### config.mk
export PLATFORM = sky130hd
export DESIGN_NAME = ivc_ctrl
export DESIGN_NICKNAME = d
export VERILOG_FILES = /design/src/rtl/ivc_pkg.sv /design/src/rtl/ivc_slot.sv /design/src/rtl/ivc_pick.sv /design/src/rtl/ivc_ctrl.sv
export SDC_FILE = /design/constraint.sdc
export NUM_CORES = 2
export LEC_CHECK = 0
export BUFFER_PORTS_ARGS = -buffer_cell sky130_fd_sc_hd__buf_2
export CAP_MARGIN = 0
export CORE_UTILIZATION = 30
export CTS_CLUSTER_DIAMETER = 200
export CTS_CLUSTER_SIZE = 12
export DETAILED_ROUTE_END_ITERATION = 10
export MAX_ROUTING_LAYER = met4
export PLACE_DENSITY_LB_ADDON = 0.05
export REMOVE_ABC_BUFFERS = 1
export SLEW_MARGIN = 25
export SYNTH_ARGS = -nofsm -noshare
export SYNTH_HDL_FRONTEND = slang
export SYNTH_SLANG_ARGS = --single-unit
### constraint.sdc
create_clock -name clk -period 8.1 [get_ports clk]
set_input_delay 1.62 -clock clk [delete_from_list [all_inputs] [get_ports clk]]
set_output_delay 1.62 -clock clk [all_outputs]
set_load 0.01 [all_outputs]
### src/rtl/ivc_pkg.sv
package ivc_pkg;
   // Register word addresses
   localparam int unsigned REG_RAW    = 'h00;
   localparam int unsigned REG_STAT   = 'h01;
   localparam int unsigned REG_ENSET  = 'h02;
   localparam int unsigned REG_ENCLR  = 'h03;
   localparam int unsigned REG_VEC    = 'h04;
   localparam int unsigned REG_DFLT   = 'h05;
   localparam int unsigned CTL_BASE   = 'h10;
   localparam int unsigned VADR_BASE  = 'h20;
   localparam int unsigned MAX_SLOTS  = 16;
endpackage

### src/rtl/ivc_slot.sv
module ivc_slot #(
   parameter int N_SRC  = 32,
   parameter int DATA_W = 32,
   localparam int SRC_W = $clog2(N_SRC),
   localparam int CTL_W = SRC_W + 1
) (
   input  logic              clk,
   input  logic              rst_n,
   input  logic              ctl_we,
   input  logic              adr_we,
   input  logic [DATA_W-1:0] wdata,
   input  logic [N_SRC-1:0]  status_i,
   output logic [CTL_W-1:0]  ctl_o,
   output logic [DATA_W-1:0] vadr_o,
   output logic              hit_o
);
   always_ff @(posedge clk or negedge rst_n) begin
      if (!rst_n) begin
         ctl_o  <= '0;
         vadr_o <= '0;
      end else begin
         if (ctl_we) ctl_o  <= wdata[CTL_W-1:0];
         if (adr_we) vadr_o <= wdata;
      end
   end

   assign hit_o = ctl_o[SRC_W] & status_i[ctl_o[SRC_W-1:0]];
endmodule

### src/rtl/ivc_pick.sv
module ivc_pick #(
   parameter int N = 16,
   localparam int IW = (N > 1) ? $clog2(N) : 1
) (
   input  logic [N-1:0]  hit_i,
   input  logic [N-1:0]  insvc_i,
   output logic          win_vld_o,
   output logic [IW-1:0] win_idx_o,
   output logic [N-1:0]  retire_o
);
   always_comb begin
      logic blocked;
      logic found;
      blocked   = 1'b0;
      found     = 1'b0;
      win_idx_o = '0;
      retire_o  = '0;
      for (int i = 0; i < N; i++) begin
         if (insvc_i[i] && !blocked) retire_o[i] = 1'b1;
         if (insvc_i[i]) blocked = 1'b1;
         if (!blocked && !found && hit_i[i]) begin
            found     = 1'b1;
            win_idx_o = IW'(i);
         end
      end
      win_vld_o = found;
   end
endmodule

### src/rtl/ivc_ctrl.sv
module ivc_ctrl #(
   parameter int N_SRC  = 32,
   parameter int N_SLOT = 16,
   parameter int DATA_W = 32,
   parameter int AW     = 6
) (
   input  logic              clk,
   input  logic              rst_n,
   input  logic [N_SRC-1:0]  src_i,
   input  logic              wr_en,
   input  logic              rd_en,
   input  logic [AW-1:0]     addr,
   input  logic [DATA_W-1:0] wdata,
   output logic [DATA_W-1:0] rdata,
   output logic              irq_o
);
   import ivc_pkg::*;

   localparam int SRC_W  = $clog2(N_SRC);
   localparam int CTL_W  = SRC_W + 1;
   localparam int SLOT_W = (N_SLOT > 1) ? $clog2(N_SLOT) : 1;

   generate
      if (N_SLOT > int'(MAX_SLOTS) || N_SLOT < 1)
         $error("ivc_ctrl: N_SLOT out of range");
      if (N_SRC != (1 << SRC_W) || N_SRC > DATA_W)
         $error("ivc_ctrl: N_SRC must be a power of two no wider than DATA_W");
      if (AW < 6)
         $error("ivc_ctrl: AW too small for register map");
   endgenerate

   logic [N_SRC-1:0]  enable;
   logic [N_SRC-1:0]  status;
   logic [N_SLOT-1:0] insvc;
   logic [DATA_W-1:0] dflt_adr;
   logic [N_SLOT-1:0] hit;
   logic [N_SLOT-1:0] retire;
   logic              win_vld;
   logic [SLOT_W-1:0] win_idx;
   logic [CTL_W-1:0]  slot_ctl  [N_SLOT];
   logic [DATA_W-1:0] slot_vadr [N_SLOT];

   assign status = src_i & enable;

   genvar k;
   generate
      for (k = 0; k < N_SLOT; k++) begin : g_slot
         ivc_slot #(.N_SRC(N_SRC), .DATA_W(DATA_W)) u_slot (
            .clk      (clk),
            .rst_n    (rst_n),
            .ctl_we   (wr_en && addr == AW'(CTL_BASE + k)),
            .adr_we   (wr_en && addr == AW'(VADR_BASE + k)),
            .wdata    (wdata),
            .status_i (status),
            .ctl_o    (slot_ctl[k]),
            .vadr_o   (slot_vadr[k]),
            .hit_o    (hit[k])
         );
      end
   endgenerate

   ivc_pick #(.N(N_SLOT)) u_pick (
      .hit_i     (hit),
      .insvc_i   (insvc),
      .win_vld_o (win_vld),
      .win_idx_o (win_idx),
      .retire_o  (retire)
   );

   wire vec_sel = (addr == AW'(REG_VEC));

   always_ff @(posedge clk or negedge rst_n) begin
      if (!rst_n) begin
         enable   <= '0;
         dflt_adr <= '0;
         insvc    <= '0;
      end else begin
         if (wr_en && addr == AW'(REG_ENSET)) enable <= enable | wdata[N_SRC-1:0];
         if (wr_en && addr == AW'(REG_ENCLR)) enable <= enable & ~wdata[N_SRC-1:0];
         if (wr_en && addr == AW'(REG_DFLT))  dflt_adr <= wdata;
         if (wr_en && vec_sel)
            insvc <= insvc & ~retire;
         else if (rd_en && vec_sel && win_vld)
            insvc <= insvc | (N_SLOT'(1) << win_idx);
      end
   end

   assign irq_o = win_vld | ((insvc == '0) & (|status));

   logic [3:0] sub;
   assign sub = addr[3:0];

   always_comb begin
      rdata = '0;
      if (addr == AW'(REG_RAW))        rdata = DATA_W'(src_i);
      else if (addr == AW'(REG_STAT))  rdata = DATA_W'(status);
      else if (addr == AW'(REG_ENSET)) rdata = DATA_W'(enable);
      else if (vec_sel)                rdata = win_vld ? slot_vadr[win_idx] : dflt_adr;
      else if (addr == AW'(REG_DFLT))  rdata = dflt_adr;
      else if (addr[AW-1:4] == (AW-4)'(CTL_BASE >> 4) && 32'(sub) < N_SLOT)
         rdata = DATA_W'(slot_ctl[sub[SLOT_W-1:0]]);
      else if (addr[AW-1:4] == (AW-4)'(VADR_BASE >> 4) && 32'(sub) < N_SLOT)
         rdata = slot_vadr[sub[SLOT_W-1:0]];
   end
endmodule

==> impl_metrics.sql <==
INSERT INTO impl_metrics (metric_group, metric, value, unit) VALUES
('min_path', 'hp-class', 'reg -> reg', ''),
('cts', 'numClockSinks', '688', ''),
('place', 'preCtsSetupSlack', '-135', 'ps'),
('setup_path', 'cp_num_buf_inv', '4', ''),
('synth', 'post_synth_and_or_nand_nor_area_fraction', '0.0719', ''),
('min_path', 'holdPathStages', '1', ''),
('synth', 'yosys.area_share.xor_xnor', '0', ''),
('drt', 'drt-pass1-iter-count', '6', ''),
('global_route', 'wire_length_of_the_first_global_routing_pass', '285000', 'µm'),
('setup_path', 'timing.critical_path.slowest_cell_delay', '600', 'ps'),
('cts', 'cts.clk_slew.worst_paths', '70', 'ps'),
('layout', 'nFillCells', '13800', ''),
('sta', 'finalSetupViolations', '0', ''),
('drt', 'dr.first_iter.drc_count', '3456', ''),
('synth', 'muxShareOfSynthArea', '0.383', ''),
('synth', 'synth_seq_area_share', '0.406', ''),
('synth', 'synth-compound-area-share', '0.0987', ''),
('outcome', 'run_status', 'finished, final reports clean', ''),
('synth', 'ys_types', '100', ''),
('cts', 'clk_root_buffer_cell', 'clkbuf_16', ''),
('sta', 'postLayoutSetupSlackWorst', '57.4', 'ps'),
('setup_path', 'worst-endpoint-required', '6480', 'ps'),
('layout', 'final_layout_size_suffix_gt1_frac', '0.403', ''),
('place', 'routabilityCongestion', '1.02', ''),
('setup_path', 'reg2reg_depth', '15', ''),
('synth', 'ys_dominant_reg_cell', 'dfrtp_1', ''),
('layout', 'layout.cells.most_common', 'dfrtp_1', ''),
('setup_path', 'rrSetupSlack', '3220', 'ps'),
('drt', 'postRouteWirelength', '203000', 'µm'),
('floorplanning', 'io_pins', '107', ''),
('floorplanning', 'die_width', '378', 'µm'),
('floorplanning', 'num_rows', '137', ''),
('setup_path', 'reg2reg_to', 'insvc[3]', ''),
('power_and_ir_drop', 'power_leakage', '0.0209', 'µW'),
('cts', 'post_cts.repair.setup_buffers', '0', ''),
('sta', 'tightestPinTransition', '1100', 'ps'),
('cts', 'cts-buffers-inserted', '67', ''),
('cts', 'clkLatencyLatePin', '710', 'ps'),
('synth', 'synth_seq_cells', '688', ''),
('layout', 'fin_util', '0.346', ''),
('setup_path', 'critical_path_class', 'in -> out', ''),
('drt', 'wire_per_inst', '37.1', 'µm'),
('setup_path', 'critical_path.top_delay_family', 'simple AND/OR/NAND/NOR gates', ''),
('floorplanning', 'fp.dieH', '378', 'µm'),
('global_route', 'overflow', '0', ''),
('power_and_ir_drop', 'power_per_cell_area', '258', 'nW/µm²'),
('synth', 'average_footprint_of_a_synthesized_cell', '12.1', 'µm²'),
('drt', 'vias_per_cell', '6.06', ''),
('sta', 'timing.final.crit_share', '0.993', ''),
('min_path', 'holdPathEnd', 'dflt_adr[1]', ''),
('cts', 'ctsLongestPathBuffers', '3', ''),
('global_route', 'grt_antenna_before_repair', '10', ''),
('place', 'placedCellCount', '5397', ''),
('setup_path', 'worstPathMaxFanout', '17', ''),
('place', 'place.detailed.hpwl', '141000', 'µm'),
('layout', 'layout_common_cells', 'dfrtp_1, mux2_2, mux2i_1', ''),
('sta', 'totalNegativeSetupSlack', '0', 'ps'),
('floorplanning', 'core_area', '140000', 'µm²'),
('setup_path', 'arrival', '6420', 'ps'),
('min_path', 'holdCritStartpoint', 'dflt_adr[1]', ''),
('global_route', 'grt_pass1_vias', '34200', ''),
('setup_path', 'critPathSlowestCell', 'or3_1', ''),
('sta', 'max_slew_margin', '0.269', ''),
('sta', 'drv_slew', '0', ''),
('sta', 'timing.final.hold_violations', '0', ''),
('sta', 'unrepaired_setup_endpoints_after_global_routing', 'false', ''),
('sta', 'finalCriticalPeriod', '8040', 'ps'),
('synth', 'dominant_combinational_cell_family_by_area_after_synthesis', 'multiplexers', ''),
('layout', 'area_growth_from_synthesis_to_layout', '14.1', '%'),
('synth', 'mappedNetlistArea', '42400', 'µm²'),
('layout', 'final_nets', '3664', '');
==> through the flow <==
step / area, µm² / total power (µW) / hold WS, ps
global route: 48400 / 13000 / 521
floorplan: 40900 / 7320 / 466
detailed placement: 46500 / 9470 / 494
global placement: 46400 / 9440 / 487
CTS: 48400 / 12500 / 509
finish: 48400 / 12500 / 508
==> kinds of logic after synthesis <==
| family | Yosys count |
|---|---|
| buffers and inverters | 402 |
| AO/OA/AOI/OAI | 593 |
| multiplexers | 1209 |
| flip-flops | 688 |
| AND/OR/NAND/NOR | 601 |
==> state kept, by name (all words and copies together), names as in the netlist, named ones only <==
register,count
g_slot.u_slot.ctl_o,96
g_slot.u_slot.vadr_o,512
insvc,16
dflt_adr,32
==> per-layer routing <==
metal / global-route usage / vias to the layer above / part of all wire
li1: - / 13600 / -
met1: 0.401 / 18100 / 0.45
met2: 0.445 / 1242 / 0.46
met3: 0.0396 / 264 / 0.057
met4: 0.100 / 0 / 0.038
met5: - / - / 0
==> layout make-up <==
cell class,count,area [µm²],area share
diodes,6,15.0,0.000310
clock buffers,68,1700,0.0352
clock inverters,7,123,0.00253
inverters,44,165,0.00341
multi-input cells,2403,23700,0.489
flip-flops and latches,688,17200,0.356
well taps,1876,2350,0.0485
repair buffers,386,3140,0.0650
==> timing repair <==
action	4_1_cts	5_1_grt
setup endpoints to repair	2	5
hold buffers	0	0
gates resized for setup	3	3
==> worst max-delay path by stage <==
stage,startpoint,endpoint,slack [ps],cells past startpoint
3_5_place_dp,src_i[22],rdata[21],-140,16
4_1_cts,src_i[14],rdata[2],40,20
6_report,src_i[4],rdata[21],60,16
5_1_grt,src_i[13],rdata[2],8,20
2_1_floorplan,src_i[24],rdata[0],-9810,12
3_3_place_gp,src_i[22],rdata[21],-220,16
==> cells in the mapped netlist (all sizes together) (13+ instances only) <==
cell type | n | area (µm²)
nand3 | 123 | 616
nand4 | 30 | 194
a211oi | 23 | 195
mux4 | 266 | 5990
nor4 | 22 | 159
nand3b | 15 | 113
a21oi | 136 | 681
mux2i | 288 | 2880
inv | 43 | 161
dfrtp | 688 | 17200
buf | 140 | 712
o2111ai | 56 | 490
and2 | 26 | 168
nand2 | 168 | 633
a221oi | 15 | 131
o22ai | 24 | 150
clkbuf | 218 | 820
o21ai | 98 | 494
nor2 | 108 | 413
o211ai | 50 | 385
nor3 | 20 | 110
mux2 | 655 | 7380
a31oi | 13 | 81.3
a22oi | 36 | 270
nor2b | 24 | 150
and3 | 15 | 93.8
==> report_power, final <==
| part | switching, µW | leakage (µW) | internal (µW) |
|---|---|---|---|
| Combinational | 2710 | 0.0109 | 2250 |
| Sequential | 616 | 0.00907 | 3890 |
| Clock | 1490 | 0.000891 | 1510 |
| Total | 4810 | 0.0209 | 7650 |
No activity file was read; power rests on OpenSTA's default activity.
